[src/rtl/vpw_pkg.sv]
package vpw_pkg;

    typedef enum logic [2:0] {
        ST_IDLE,
        ST_WAIT_IFS,
        ST_SOF,
        ST_BIT,
        ST_EOD,
        ST_EOF
    } vpw_state_t;

    function automatic int unsigned vpw_max2(input int unsigned a, input int unsigned b);
        return (a > b) ? a : b;
    endfunction

endpackage

[src/rtl/vpw_idle_mon.sv]
// Counts passive microseconds on the sensed bus; flags an idle bus once
// the inter-frame gap has elapsed.
module vpw_idle_mon #(
    parameter int unsigned IFS_US = 300,
    parameter int unsigned QSHIFT = 2
) (
    input  logic clk,
    input  logic rst_n,
    input  logic tick,
    input  logic quad,
    input  logic bus_in,
    output logic idle
);
    localparam int unsigned CW = $clog2(IFS_US + 1);

    logic [CW-1:0] cnt_q;
    logic [CW-1:0] limit;

    assign limit = quad ? CW'(IFS_US >> QSHIFT) : CW'(IFS_US);

    always_ff @(posedge clk or negedge rst_n) begin
        if (!rst_n) begin
            cnt_q <= '0;
        end else if (bus_in) begin
            cnt_q <= '0;
        end else if (tick && (cnt_q < limit)) begin
            cnt_q <= cnt_q + CW'(1);
        end
    end

    assign idle = (cnt_q >= limit);

endmodule

[src/rtl/vpw_sym_timer.sv]
// Down counter in ticks; expire pulses on the tick that ends a symbol.
module vpw_sym_timer #(
    parameter int unsigned CW = 8
) (
    input  logic          clk,
    input  logic          rst_n,
    input  logic          tick,
    input  logic          load,
    input  logic [CW-1:0] len,
    output logic          expire
);
    logic [CW-1:0] cnt_q;

    always_ff @(posedge clk or negedge rst_n) begin
        if (!rst_n) begin
            cnt_q <= '0;
        end else if (load) begin
            cnt_q <= len;
        end else if (tick && (cnt_q != '0)) begin
            cnt_q <= cnt_q - CW'(1);
        end
    end

    assign expire = tick && (cnt_q == CW'(1));

endmodule

[src/rtl/vpw_byte_path.sv]
// One-byte holding buffer feeding an MSB-first shift register.
module vpw_byte_path #(
    parameter int unsigned W = 8
) (
    input  logic         clk,
    input  logic         rst_n,
    input  logic         s_valid,
    input  logic [W-1:0] s_data,
    input  logic         s_last,
    output logic         s_ready,
    input  logic         take,
    input  logic         shift,
    output logic         hold_full,
    output logic         hold_msb,
    output logic         cur_bit,
    output logic         next_bit,
    output logic         byte_end,
    output logic         cur_last
);
    localparam int unsigned IW = (W > 1) ? $clog2(W) : 1;

    logic [W-1:0]  hold_q;
    logic          hold_last_q;
    logic          hold_full_q;
    logic [W-1:0]  sh_q;
    logic          sh_last_q;
    logic [IW-1:0] idx_q;
    logic          accept;

    assign s_ready = !hold_full_q;
    assign accept  = s_valid && !hold_full_q;

    always_ff @(posedge clk or negedge rst_n) begin
        if (!rst_n) begin
            hold_q      <= '0;
            hold_last_q <= 1'b0;
            hold_full_q <= 1'b0;
        end else if (accept) begin
            hold_q      <= s_data;
            hold_last_q <= s_last;
            hold_full_q <= 1'b1;
        end else if (take) begin
            hold_full_q <= 1'b0;
        end
    end

    always_ff @(posedge clk or negedge rst_n) begin
        if (!rst_n) begin
            sh_q      <= '0;
            sh_last_q <= 1'b0;
            idx_q     <= '0;
        end else if (take) begin
            sh_q      <= hold_q;
            sh_last_q <= hold_last_q;
            idx_q     <= '0;
        end else if (shift) begin
            sh_q      <= {sh_q[W-2:0], 1'b0};
            idx_q     <= idx_q + IW'(1);
        end
    end

    assign hold_full = hold_full_q;
    assign hold_msb  = hold_q[W-1];
    assign cur_bit   = sh_q[W-1];
    assign next_bit  = sh_q[W-2];
    assign byte_end  = (idx_q == IW'(W - 1));
    assign cur_last  = sh_last_q;

endmodule

[src/rtl/vpw_tx.sv]
module vpw_tx #(
    parameter int unsigned BYTE_W   = 8,
    parameter int unsigned SHORT_US = 64,
    parameter int unsigned LONG_US  = 128,
    parameter int unsigned SOF_US   = 200,
    parameter int unsigned EOD_US   = 200,
    parameter int unsigned EOF_US   = 80,
    parameter int unsigned IFS_US   = 300,
    parameter int unsigned QSHIFT   = 2
) (
    input  logic              clk,
    input  logic              rst_n,
    input  logic              us_tick,
    input  logic              quad_mode,
    input  logic              bus_in,
    input  logic              s_valid,
    input  logic [BYTE_W-1:0] s_data,
    input  logic              s_last,
    output logic              s_ready,
    output logic              bus_out,
    output logic              tx_busy
);
    import vpw_pkg::*;

    localparam int unsigned MAX_US = vpw_max2(vpw_max2(LONG_US, SOF_US),
                                              vpw_max2(EOD_US, EOF_US));
    localparam int unsigned CW     = $clog2(MAX_US + 1);

    vpw_state_t    st_q, st_nxt;
    logic          lvl_q, lvl_nxt;
    logic          quad_q, quad_nxt;
    logic          bus_q, busy_q;

    logic          tmr_load;
    logic [CW-1:0] tmr_len;
    logic          expire;
    logic          take, shift;
    logic          hold_full, hold_msb, cur_bit, next_bit, byte_end, cur_last;
    logic          bus_idle;

    function automatic logic [CW-1:0] scale(input int unsigned us, input logic q);
        return q ? CW'(us >> QSHIFT) : CW'(us);
    endfunction

    // long when value XOR level is 1
    function automatic logic [CW-1:0] bit_len(input logic b, input logic act, input logic q);
        return scale((b ^ act) ? LONG_US : SHORT_US, q);
    endfunction

    vpw_idle_mon #(
        .IFS_US (IFS_US),
        .QSHIFT (QSHIFT)
    ) u_idle (
        .clk    (clk),
        .rst_n  (rst_n),
        .tick   (us_tick),
        .quad   (quad_mode),
        .bus_in (bus_in),
        .idle   (bus_idle)
    );

    vpw_sym_timer #(
        .CW (CW)
    ) u_tmr (
        .clk    (clk),
        .rst_n  (rst_n),
        .tick   (us_tick),
        .load   (tmr_load),
        .len    (tmr_len),
        .expire (expire)
    );

    vpw_byte_path #(
        .W (BYTE_W)
    ) u_bytes (
        .clk       (clk),
        .rst_n     (rst_n),
        .s_valid   (s_valid),
        .s_data    (s_data),
        .s_last    (s_last),
        .s_ready   (s_ready),
        .take      (take),
        .shift     (shift),
        .hold_full (hold_full),
        .hold_msb  (hold_msb),
        .cur_bit   (cur_bit),
        .next_bit  (next_bit),
        .byte_end  (byte_end),
        .cur_last  (cur_last)
    );

    // state register
    always_ff @(posedge clk or negedge rst_n) begin
        if (!rst_n) begin
            st_q   <= ST_IDLE;
            lvl_q  <= 1'b0;
            quad_q <= 1'b0;
        end else begin
            st_q   <= st_nxt;
            lvl_q  <= lvl_nxt;
            quad_q <= quad_nxt;
        end
    end

    // next state and datapath control
    always_comb begin
        st_nxt   = st_q;
        lvl_nxt  = lvl_q;
        quad_nxt = quad_q;
        tmr_load = 1'b0;
        tmr_len  = '0;
        take     = 1'b0;
        shift    = 1'b0;
        unique case (st_q)
            ST_IDLE: begin
                if (hold_full) begin
                    st_nxt = ST_WAIT_IFS;
                end
            end
            ST_WAIT_IFS: begin
                if (bus_idle) begin
                    st_nxt   = ST_SOF;
                    take     = 1'b1;
                    quad_nxt = quad_mode;
                    tmr_load = 1'b1;
                    tmr_len  = scale(SOF_US, quad_mode);
                end
            end
            ST_SOF: begin
                if (expire) begin
                    st_nxt   = ST_BIT;
                    lvl_nxt  = 1'b0;
                    tmr_load = 1'b1;
                    tmr_len  = bit_len(cur_bit, 1'b0, quad_q);
                end
            end
            ST_BIT: begin
                if (expire) begin
                    if (!byte_end) begin
                        shift    = 1'b1;
                        lvl_nxt  = !lvl_q;
                        tmr_load = 1'b1;
                        tmr_len  = bit_len(next_bit, !lvl_q, quad_q);
                    end else if (!cur_last && hold_full) begin
                        take     = 1'b1;
                        lvl_nxt  = 1'b0;
                        tmr_load = 1'b1;
                        tmr_len  = bit_len(hold_msb, 1'b0, quad_q);
                    end else begin
                        st_nxt   = ST_EOD;
                        tmr_load = 1'b1;
                        tmr_len  = scale(EOD_US, quad_q);
                    end
                end
            end
            ST_EOD: begin
                if (expire) begin
                    st_nxt   = ST_EOF;
                    tmr_load = 1'b1;
                    tmr_len  = scale(EOF_US, quad_q);
                end
            end
            ST_EOF: begin
                if (expire) begin
                    st_nxt = ST_IDLE;
                end
            end
            default: begin
                st_nxt = ST_IDLE;
            end
        endcase
    end

    // outputs, registered from the next state
    always_ff @(posedge clk or negedge rst_n) begin
        if (!rst_n) begin
            bus_q  <= 1'b0;
            busy_q <= 1'b0;
        end else begin
            bus_q  <= (st_nxt == ST_SOF) || ((st_nxt == ST_BIT) && lvl_nxt);
            busy_q <= (st_nxt == ST_SOF) || (st_nxt == ST_BIT) ||
                      (st_nxt == ST_EOD) || (st_nxt == ST_EOF);
        end
    end

    assign bus_out = bus_q;
    assign tx_busy = busy_q;

endmodule

[config.mk]
export PLATFORM = sky130hd
export DESIGN_NAME = vpw_tx
export DESIGN_NICKNAME = d
export VERILOG_FILES = /design/src/rtl/vpw_pkg.sv /design/src/rtl/vpw_idle_mon.sv /design/src/rtl/vpw_sym_timer.sv /design/src/rtl/vpw_byte_path.sv /design/src/rtl/vpw_tx.sv
export SDC_FILE = /design/constraint.sdc
export NUM_CORES = 1
export LEC_CHECK = 0
export ABC_AREA = 0
export ABC_CLOCK_PERIOD_IN_PS = 6800
export BUFFER_PORTS_ARGS = -buffer_cell sky130_fd_sc_hd__buf_4
export CORE_MARGIN = 2
export CORE_UTILIZATION = 40
export DETAILED_ROUTE_END_ITERATION = 8
export SYNTH_ARGS = -nofsm -noshare
export SYNTH_HDL_FRONTEND = slang
export SYNTH_SLANG_ARGS = --single-unit
[constraint.sdc]
create_clock -name clk -period 6.8 [get_ports clk]
set_input_delay 0 -clock clk [delete_from_list [all_inputs] [get_ports clk]]
set_output_delay 0 -clock clk [all_outputs]
set_load 0.02 [all_outputs]
Yosys cells after proc, flatten, opt, wreduce, memory -nomap -nowiden
Cells that the tools add are included.
{"block": "totals", "ff_bits": 46, "input_bits": 15, "out_inout_bits": 3, "wordCells": 102}
{"block": "classes", "add_sub_neg": 3, "magnitude_cmp": 2, "n_eq_ne": 11, "n_mux": 51, "bitwise_logic": 1, "n_reduce_logical": 21}
{"op": "two-way mux 8 bit", "n": 17}
{"op": "case mux 8 bit (4 select lines)", "n": 1}
{"op": "two-way mux 3 bit", "n": 10}
{"op": "two-way mux 9 bit", "n": 3}
{"op": "case mux 3 bit (6 select lines)", "n": 1}
{"op": "== test 3 bit, second input constant", "n": 5}
{"op": "two-way mux 1 bit", "n": 14}
{"op": "two-way mux 7 bit", "n": 2}
{"op": "== test 3 x 2 -> 1 bit, second input constant", "n": 4}
{"op": "adder 9 x 1 -> 9 bit, second input constant", "n": 1}
{"op": ">= comparator 9 bit", "n": 1}
{"op": "less-than comparator 9 bit", "n": 1}
{"op": "== test 8 x 1 -> 1 bit, second input constant", "n": 1}
{"op": "nonzero test 2 bit", "n": 4}
{"op": "nonzero test 8 bit", "n": 1}
{"op": "subtractor 8 x 1 -> 8 bit, second input constant", "n": 1}
{"op": "logical AND 1 bit", "n": 6}
{"op": "case mux 1 bit (2 select lines)", "n": 3}
{"op": "logical OR 1 bit", "n": 4}
{"op": "adder 3 x 1 -> 3 bit, second input constant", "n": 1}
{"op": "== test 3 x 1 -> 1 bit, second input constant", "n": 1}
{"op": "zero test 1 bit", "n": 3}
{"op": "zero test 3 bit", "n": 1}
{"op": "OR reduction 3 bit", "n": 1}
{"op": "2 further kinds", "n": 2}

Logic depth before layout (Yosys ltp)
Gate-level depths: netlist of run 1.
{"block": "logic_depth", "word_depth": 10, "mapped_depth": 9, "ltp_nobuf": 8}

By module
Synthesis of run 1 repeated with hierarchy kept, for this count alone.
{"block": "unflattened", "cells_unflattened": 283, "hier_area_um2": 2892.8}
{"module": "vpw_byte_path", "instances": 1, "cells_each": 70, "area_each_um2": 954.7}
{"module": "vpw_idle_mon", "instances": 1, "cells_each": 78, "area_each_um2": 762.0}
{"module": "vpw_sym_timer", "instances": 1, "cells_each": 66, "area_each_um2": 590.6}
{"module": "vpw_tx", "instances": 1, "cells_each": 69, "area_each_um2": 585.6}

Worst setup path after synthesis of run 1
Ideal clock, no wire load.
{"block": "synth_path", "path_type": "register to register", "start": "register u_idle.cnt_q[2]", "end": "register u_tmr.cnt_q[1]", "setup_time_ns": 0.120, "t_arrival_ns": 2.338, "required_ns": 6.680, "slack_ns": 4.342, "stages_incl_launch_ff": 9, "path_buffers": 1, "period_less_slack_ns": 2.458, "cell_sequence": "dfrtp_1 -> ha_1 -> a21o_1 -> a221o_1 -> a2bb2oi_1 -> clkbuf_1 -> and2_1 -> o21ai_0 -> a31o_2"}
{"block": "synth_between", "elab_chain_cells": 4, "elab_cells_between_ends": 7, "classes_between": "order compare (1); mux (5); reduce/logical (1)"}
{"item": "start, declared", "line_no": "vpw_idle_mon.sv:16", "rtl": "logic [CW-1:0] cnt_q;"}
{"item": "start signal, assigned", "line_no": "vpw_idle_mon.sv:27", "rtl": "cnt_q <= cnt_q + CW'(1);"}
{"item": ">= comparator 9 bit (*)", "line_no": "vpw_idle_mon.sv:31", "rtl": "assign idle = (cnt_q >= limit);"}
{"item": "two-way mux 8 bit or two-way mux 1 bit (tied branches)", "line_no": "vpw_tx.sv:121", "rtl": "if (bus_idle) begin"}
{"item": "case mux 8 bit (4 select lines) or case mux 1 bit (2 select lines) (tied branches)", "line_no": "vpw_tx.sv:114", "rtl": "unique case (st_q)"}
{"item": "two-way mux 8 bit or nonzero test 2 bit (tied branches)"}
{"item": "end signal, assigned", "line_no": "vpw_sym_timer.sv:18", "rtl": "cnt_q <= len;"}
{"item": "end signal, assigned", "line_no": "vpw_sym_timer.sv:20", "rtl": "cnt_q <= cnt_q - CW'(1);"}
{"item": "end, declared", "line_no": "vpw_sym_timer.sv:12", "rtl": "logic [CW-1:0] cnt_q;"}
Mark *: on every way between the ends. The rest lies on a longest branch, timed or not.
A chain may end at the register's enable or synchronous reset.

Worst setup path after layout of run 1
{"block": "layout_path", "start": "register u_idle.cnt_q[6]", "end": "register u_bytes.sh_q[2]"}
{"block": "layout_between", "elab_chain_cells": 4, "elab_cells_between_ends": 5, "classes_between": "order compare (1); mux (3); reduce/logical (1)"}
{"item": ">= comparator 9 bit (*)", "line_no": "vpw_idle_mon.sv:31"}
{"item": "two-way mux 1 bit (*)", "line_no": "vpw_tx.sv:121"}
{"item": "case mux 1 bit (2 select lines) (*)", "line_no": "vpw_tx.sv:114"}
{"item": "two-way mux 8 bit or nonzero test 2 bit (tied branches)"}
{"item": "end signal, assigned", "line_no": "vpw_byte_path.sv:53", "rtl": "sh_q <= hold_q;"}
{"item": "end signal, assigned", "line_no": "vpw_byte_path.sv:57", "rtl": "sh_q <= {sh_q[W-2:0], 1'b0};"}
{"item": "end, declared", "line_no": "vpw_byte_path.sv:25", "rtl": "logic [W-1:0] sh_q;"}
Marks and branches as above.

==> run summary, run 1 <==
Clk network pwr share = 23.2%
RSZ-0062 raised after global routing = no
Main combinational cell family by area after synthesis = compound AO/OA/AOI/OAI gates
Final number of setup-violating endpoints = 0
First-pass GRT wire length = 9210 um
Total track usage = 15.5%
Post-synthesis mux area share = 4.68%
Initial antenna violation count = 0
Multi-input logic area = 1350 um^2
Top-count cell post-synth = dfrtp_1
Post-synth net total = 282
Detailed Route WL = 5030 um
Total number of H-tree levels = 2
Routed Antenna Nets = 0
Via density = 5.38
XOR/XNOR Fraction of Synth Area = 4.39%
Top cells by count, synth = dfrtp_1 (46), nor2_1 (20), nand2_1 (18)
Syn-to-layout area delta = 14.7%
EDFF count, synth = 0
DIE AREA = 7140 um^2
DRC Markers = 0
Post-CTS sizing = 0
Setup TNS = 0 ns
Slew Viols, Final = 0
Detailed router's first-iteration violation count = 119
Max-Slew Margin vs Limit = 36.2%
Kind of critical path = reg2reg
Critical Path AT = 3.22 ns
Setup Skew = 0.00533 ns
DPL Wire Length = 3540 um
Register share of total power = 51.0%
Share of synthesized registers carrying an async set or reset = 100%
Cts bufs inserted = 5
Cell area power density = 261 nW/um^2
Synthesized instance count = 255
Top FF cell, synth = dfrtp_1
Worst vdd rail ir drop = 0.197 mV
Status = complete, no violations
Initial Util = 41.1%
Post-synthesis sequential area ratio = 44.4%
Synth cell types = 58
Critical path launch point type = flop
Port buffer count = 17
Filler Cells Inserted = 603
Switch Pwr = 260 uW
Share of layout cells above drive strength 1 = 15.6%
Synth Register Bits = 46
Clock-pin slew on the worst setup and hold paths = 0.10 ns
Synth warn = 0
Rows = 29
Peak Freq = 332 MHz
Largest net degree at the start of global routing = 47
Final worst-path cycle share = 44.3%
Placer Congestion = 0.855
Pwr Total = 775 uW
Drt wl/cell = 14.0 um
Vias in the first global route = 1988
Sequential Area = 1150 um^2
I/O Pins = 18
Worst skew pair latency = 0.30 ns
Max_cap viols = 0
CP endpoint kind = flop
Core Area = 6310 um^2
Max FO, Critical Path = 16
Routed via count = 1931
Simple-gate portion of the synthesized area = 17.6%
Gate power share = 25.8%
Largest cells by area after synthesis = dfrtp_1 (44%), ha_1 (5.8%), mux2_2 (3.9%)
Synth Cell Area = 2590 um^2
Overflow after GRT = 0
Die Y = 84.5 um
Syn_area_per_cell = 10.2 um^2
Final Critical Period = 3.01 ns
Leak pwr = 1.39 nW
Synth Area in Compound Gates = 19.5%
Worst-margin pin slew = 0.954 ns
Switching share of power = 33.6%
Root buffer cell = clkbuf_8
Share of the synthesized area in the top cell type = 44.4%
Critical path required time = 7.00 ns
Pre-Repair DR Iteration Count = 4
Clk sinks = 46
Final antenna diode count = 0
Clock Tree Buf Depth = 2
CTS tree = yes
Die Span X = 84.5 um
Leading area contributor after synthesis = dfrtp_1
Internal power = 515 uW
Nets = 308
Adder-cell area share of the yosys netlist = 5.79%
Final Hold Viols = 0
Worst hold path type = in2reg
[kinds of logic after synthesis]
family	count (synthesis)
AND/OR/NAND/NOR	83
AO/OA/AOI/OAI	69
flip-flops	46
buffers and inverters	21
XOR/XNOR	13
adder cells (fa/ha/maj)	12
multiplexers	11
[worst paths after layout]
check / slack, ns / endpoint / depth (start not counted) / start
worst max register to register: 3.79 / u_bytes.sh_q[2]$_DFFE_PN0P_ / 7 / u_idle.cnt_q[6]$_DFFE_PN0P_
worst max-delay path: 3.79 / u_bytes.sh_q[2]$_DFFE_PN0P_ / 7 / u_idle.cnt_q[6]$_DFFE_PN0P_
worst min register to register: 0.49 / u_bytes.sh_q[5]$_DFFE_PN0P_ / 1 / u_bytes.sh_q[5]$_DFFE_PN0P_
max in group asynchronous: 6.16 / u_bytes.sh_q[6]$_DFFE_PN0P_ / 2 / rst_n
worst min-delay path: 0.07 / u_tmr.cnt_q[7]$_DFFE_PN0P_ / 4 / us_tick
min in group asynchronous: 0.24 / u_idle.cnt_q[4]$_DFFE_PN0P_ / 2 / rst_n
[stage by stage]
| stage | std cells | worst slack [ns] | utilization, % | hold slack, ns | cell area, um^2 |
|---|---|---|---|---|---|
| CTS | 359 | 3.75 | 47.1 | 0.0727 | 2970 |
| detailed placement | 340 | 3.76 | 43.9 | 0.0478 | 2770 |
| finish | 359 | 3.79 | 47.1 | 0.0749 | 2970 |
| floorplan | 255 | 4.34 | - | -0.296 | 2590 |
| global placement | 340 | 3.81 | 43.9 | 0.0529 | 2770 |
| global route | 359 | 3.55 | 47.1 | 0.128 | 2970 |
[repair_timing]
item / CTS / global route
buffers inserted: 0 / 0
endpoints found under the hold margin: 64 / 0
hold buffers: 11 / 0
[cell type report]
type	instances	share of cell area (%)
multi-input cells	188	45.4
well taps	77	3.24
flip-flops and latches	46	38.7
inverters	12	1.51
repair buffers	28	7.99
clock buffers	5	2.31
clock inverters	3	0.883
[layout by cell type, fill, tap and decap left out, drive strengths merged, types with 9 or more instances in the layout]
cell type,count
dfrtp,46
nor2,21
nand2,19
buf,17
inv,15
o21ai,13
ha,12
dlygate4sd3,11
a21oi,9
mux2,9
[layer usage]
metal / part of all wire (%) / global-route usage [%] / vias up
met4: 0.62 / 4.04 / 0
li1: - / - / 984
met3: 3.0 / 2.95 / 2
met1: 52 / 21.7 / 916
met5: 0 / 0 / -
met2: 44 / 24.8 / 29
[flip-flops by register name, indices dropped and copies added (netlist names)]
register             cells
u_bytes.sh_q             8
bus_out                  1
u_bytes.hold_full        1
u_bytes.hold_last_q      1
quad_q                   1
u_idle.cnt_q             9
st_q                     3
tx_busy                  1
u_bytes.hold_q           8
u_bytes.cur_last         1
u_bytes.idx_q            3
lvl_q                    1
u_tmr.cnt_q              8
[power groups by stage]
stage               Clock [mW]  Combinational [mW]  Sequential, mW
CTS                      0.187               0.202           0.395
global route             0.196               0.230           0.408
finish                   0.179               0.200           0.395
global placement             0               0.193           0.400
floorplan                    0               0.162           0.380
detailed placement           0               0.195           0.401
[critical path, stage by stage, from the launching register on]
cell and delay [ns]:
dfrtp_1 0.42, ha_1 0.31, a211o_1 0.29, a21oi_1 0.28, a2bb2oi_1 0.80, o31ai_4 0.35
a22o_1 0.32, a21o_1 0.15
Power figures use the tool's default switching activity.
==> run 2, diff against run 1 <==
--- a/config.mk
+++ b/config.mk
@@ -6,7 +6,7 @@
 export NUM_CORES = 1
 export LEC_CHECK = 0
 export ABC_AREA = 0
-export ABC_CLOCK_PERIOD_IN_PS = 6800
+export ABC_CLOCK_PERIOD_IN_PS = 2560
 export BUFFER_PORTS_ARGS = -buffer_cell sky130_fd_sc_hd__buf_4
 export CORE_MARGIN = 2
 export CORE_UTILIZATION = 40
==> constraint.sdc (replaced) <==
create_clock -name clk -period 2.56 [get_ports clk]
set_input_delay 0 -clock clk [delete_from_list [all_inputs] [get_ports clk]]
set_output_delay 0 -clock clk [all_outputs]
set_load 0.02 [all_outputs]
==> run summary, run 2 (same netlist as run 1, synthesis figures left out) <==
WL met1 = 2570 um
Routed Antenna Nets = 0
Leak pwr = 1.45 nW
CP endpoint kind = flop
DIE AREA = 7140 um^2
Syn-to-layout area delta = 18.3%
Total number of H-tree levels = 2
CTS tree = yes
Initial Util = 41.1%
Final antenna diode count = 0
Commonest non-fill, non-tap cell in the layout = dfrtp_1
Critical path required time = 2.72 ns
Routed via count = 1979
Layout Cells excl Fill = 370
Highest routed layer = met4
Kind of critical path = reg2reg
Post-DP Area = 2860 um^2
Post-CTS setup buffer count = 0
Pwr Total = 2.09 mW
Drt wl/cell = 13.9 um
Peak Freq = 423 MHz
Worst vdd rail ir drop = 0.395 mV
DRC Markers = 0
First-pass GRT wire length = 9290 um
Share of layout cells above drive strength 1 = 18.8%
Slew Viols, Final = 0
Clock-pin slew on the worst setup and hold paths = 0.10 ns
Port buffer count = 17
Final Hold Viols = 0
Clock Tree Buf Depth = 2
Via density = 5.35
Pre-Repair DR Iteration Count = 4
Dpl cells = 351
Max_cap viols = 0
Fin util = 48.6%
Design Area, Final = 3070 um^2
Die Y = 84.5 um
Setup TNS = 0 ns
Status = complete, no violations
Cts bufs inserted = 5
Largest net degree at the start of global routing = 47
I/O Pins = 18
Detailed router's first-iteration violation count = 190
Worst hold path type = in2reg
Detailed Route WL = 5160 um
Clk sinks = 46
Overflow after GRT = 0
Total track usage = 15.8%
Worst skew pair latency = 0.30 ns
Vias in the first global route = 2021
Biggest register = u_idle.cnt_q
Critical path launch point type = flop
Met2 routed wirelength = 2420 um
Critical Path AT = 2.52 ns
Final number of setup-violating endpoints = 0
Setup Skew = 0.0104 ns
Final Critical Period = 2.36 ns
Rows = 29
Die Span X = 84.5 um
DPL Wire Length = 3710 um
Met3 wire len = 124 um
Placer Congestion = 0.835
Largest register FFs = 9
Core Area = 6310 um^2
Max-Slew Margin vs Limit = 61.5%
Initial antenna violation count = 0
Filler Cells Inserted = 604
Max FO, Critical Path = 7
Worst-margin pin slew = 0.578 ns
RSZ-0062 raised after global routing = no
Root buffer cell = clkbuf_8
Cell area power density = 679 nW/um^2
Commonest non-fill, non-tap cells in the layout = dfrtp_1 (46), buf_4 (27), nor2_1 (20)
Final worst-path cycle share = 92.3%
Nets = 319
[run 2: report_power, final]
group,switching [mW],internal (mW)
combinational,0.274,0.294
sequential,0.148,0.888
clock,0.277,0.203
[run 2: stage by stage]
stage	hold WS (ns)	worst slack (ns)
2_1_floorplan	-0.296	0.102
3_3_place_gp	0.0501	0.199
3_5_place_dp	0.0507	0.209
4_1_cts	0.101	0.193
5_1_grt	0.127	0.0711
6_report	0.103	0.197
[run 2: layout make-up]
type                            instances  area [um^2]  share of cell area (%)
Tap cell                               77         96.3                    3.14
Clock inverter                          3         26.3                   0.856
Multi-Input combinational cell        188         1350                    43.9
Sequential cell                        46         1150                    37.5
Inverter                               12         45.0                    1.47
Clock buffer                            5         68.8                    2.24
Timing Repair Buffer                   39          333                    10.8
[run 2: repair_timing]
action	CTS	global route
hold buffers	11	0
hold endpoints to repair	64	0
gates resized for setup	0	0
endpoints found under the setup margin	0	0
[run 2: worst max-delay path, cell delays in order (launching register included)]
cell	delay [ns]
dfrtp_1	0.43
or4_4	0.57
nor4b_4	0.39
buf_4	0.22
o21bai_1	0.06
a211oi_1	0.39
a21boi_0	0.16
[run 2: routing by layer]
layer	up-vias	GRT usage, %
li1	1008	-
met4	0	3.90
met1	940	22.2
met2	29	25.4
met3	2	3.05
met5	-	0
[run 2: path summary, 6_finish.rpt]
path	from	end	slack, ns	cells after the start
max in group asynchronous	rst_n	u_bytes.cur_last$_DFFE_PN0P_	1.93	2
setup reg to reg	u_tmr.cnt_q[4]$_DFFE_PN0P_	bus_out$_DFF_PN0_	0.20	6
hold reg to reg	u_bytes.sh_q[5]$_DFFE_PN0P_	u_bytes.sh_q[5]$_DFFE_PN0P_	0.49	1
hold / removal	us_tick	u_tmr.cnt_q[7]$_DFFE_PN0P_	0.10	4
setup / recovery	u_tmr.cnt_q[4]$_DFFE_PN0P_	bus_out$_DFF_PN0_	0.20	6
min in group asynchronous	rst_n	u_idle.cnt_q[0]$_DFFE_PN0P_	0.23	2
==> run 3, diff against run 2 <==
--- a/config.mk
+++ b/config.mk
@@ -11,6 +11,7 @@
 export CORE_MARGIN = 2
 export CORE_UTILIZATION = 40
 export DETAILED_ROUTE_END_ITERATION = 8
+export SETUP_SLACK_MARGIN = 0.2
 export SYNTH_ARGS = -nofsm -noshare
 export SYNTH_HDL_FRONTEND = slang
 export SYNTH_SLANG_ARGS = --single-unit
==> run summary, run 3 (same netlist as run 1, synthesis figures left out) <==
Critical Path AT = 2.54 ns
Root buffer cell = clkbuf_8
First-pass GRT wire length = 9650 um
Cts bufs inserted = 5
Setup Skew = 0.00670 ns
Layout Cells excl Fill = 379
DPL Wire Length = 3780 um
Final Critical Period = 2.29 ns
Worst vdd rail ir drop = 0.419 mV
Leak pwr = 1.51 nW
Largest net degree at the start of global routing = 47
Total track usage = 16.5%
Final number of setup-violating endpoints = 0
Drt wl/cell = 14.6 um
Clock Tree Buf Depth = 2
Critical path required time = 2.81 ns
Final Hold Viols = 0
Commonest non-fill, non-tap cell in the layout = dfrtp_1
Commonest non-fill, non-tap cells in the layout = dfrtp_1 (46), buf_4 (31), nor2_1 (20)
Vias in the first global route = 2064
Clock-pin slew on the worst setup and hold paths = 0.09 ns
Nets = 328
Die Y = 84.5 um
Met1 Usage GRT = 23.7%
Rows = 29
Pre-Repair DR Iteration Count = 4
Met2 usage in global routing = 24.8%
Top Usage Layer GRT = met2
Max-Slew Margin vs Limit = 59.1%
GR Layer Usage met3 = 2.95%
Kind of critical path = reg2reg
Slew Viols, Final = 0
Detailed Route WL = 5520 um
Detailed router's first-iteration violation count = 184
Worst-margin pin slew = 0.608 ns
DRC Markers = 0
Via density = 5.46
Status = complete, no violations
CTS tree = yes
Max_cap viols = 0
Placer Congestion = 0.850
Final worst-path cycle share = 89.6%
RSZ-0062 raised after global routing = yes
WHS = 0.0952 ns
Biggest register = u_idle.cnt_q
Overflow after GRT = 0
Initial Util = 41.1%
Clk sinks = 46
Peak Freq = 436 MHz
Dpl cells = 351
Total number of H-tree levels = 2
Core Area = 6310 um^2
Initial antenna violation count = 0
Filler Cells Inserted = 599
Routed Antenna Nets = 0
Setup TNS = 0 ns
DIE AREA = 7140 um^2
Design Area, Final = 3190 um^2
Routed via count = 2068
Critical path launch point type = flop
Port buffer count = 17
CP endpoint kind = flop
Largest register FFs = 9
Worst hold path type = in2reg
Cell area power density = 662 nW/um^2
Share of layout cells above drive strength 1 = 22.8%
Post-DP Area = 2860 um^2
Die Span X = 84.5 um
Max FO, Critical Path = 5
Worst skew pair latency = 0.30 ns
I/O Pins = 18
Final antenna diode count = 0
Syn-to-layout area delta = 23.0%
## run 3: changes by cell type in the layout (fill, tap and decap cells not counted), moves of 2 or more
cell and delta:
inv_6 -2, buf_6 +4, buf_4 +4, clkinvlp_4 +2
## run 3: path summary, 6_finish.rpt
path | startpoint | to | slack (ns) | cells past startpoint
max | u_tmr.cnt_q[5]$_DFFE_PN0P_ | u_bytes.sh_q[6]$_DFFE_PN0P_ | 0.27 | 9
min | us_tick | u_tmr.cnt_q[7]$_DFFE_PN0P_ | 0.1 | 4
max reg2reg | u_tmr.cnt_q[5]$_DFFE_PN0P_ | u_bytes.sh_q[6]$_DFFE_PN0P_ | 0.27 | 9
min reg2reg | u_bytes.sh_q[5]$_DFFE_PN0P_ | u_bytes.sh_q[5]$_DFFE_PN0P_ | 0.48 | 1
max in group asynchronous | rst_n | bus_out$_DFF_PN0_ | 1.91 | 2
min in group asynchronous | rst_n | u_idle.cnt_q[4]$_DFFE_PN0P_ | 0.23 | 2
## run 3: routing by layer
metal / part of all wire [%] / routed length, um / vias up
li1: - / - / 1023
met1: 49 / 2690 / 977
met2: 46 / 2530 / 55
met3: 3.3 / 181 / 13
met4: 2.2 / 119 / 0
met5: 0 / 0 / -
## run 3: final cells by class
cell class                 count  area (um^2)  share of cell area [%]
inverter                      12         45.0                    1.41
clock inverter                 3         23.8                   0.745
multi-input combinational    188         1390                    43.6
tap                           77         96.3                    3.02
timing repair buffer          48          413                    12.9
clock buffer                   5         68.8                    2.16
sequential                    46         1150                    36.1
## run 3: critical path, stage by stage, from the launching register on
cell and delay [ns]:
dfrtp_1 0.42, or4_4 0.57, nor4b_4 0.33, buf_4 0.18, nand2_4 0.07, o31ai_4 0.18, buf_6 0.16, buf_6 0.11
a22o_1 0.13, a21o_1 0.08
## run 3: stage by stage
step	util, %	setup slack (ns)	power, mW
floorplan	-	0.236	1.44
detailed placement	45.3	0.162	1.62
global route	50.5	0.153	2.27
CTS	48.7	0.201	2.10
global placement	45.3	0.208	1.60
finish	50.5	0.267	2.11
## run 3: report_power, final
| part | internal [mW] | total (mW) | switching (mW) |
|---|---|---|---|
| clock network | 0.196 | 0.464 | 0.268 |
| logic | 0.316 | 0.614 | 0.298 |
| registers | 0.888 | 1.03 | 0.145 |
## run 3: timing repair
item	4_1_cts	5_1_grt
buffers inserted	1	7
hold buffers	11	0
setup endpoints to repair	5	18
pin swaps	2	13
endpoints found under the hold margin	64	0
gates resized for setup	1	11
gates cloned	0	1
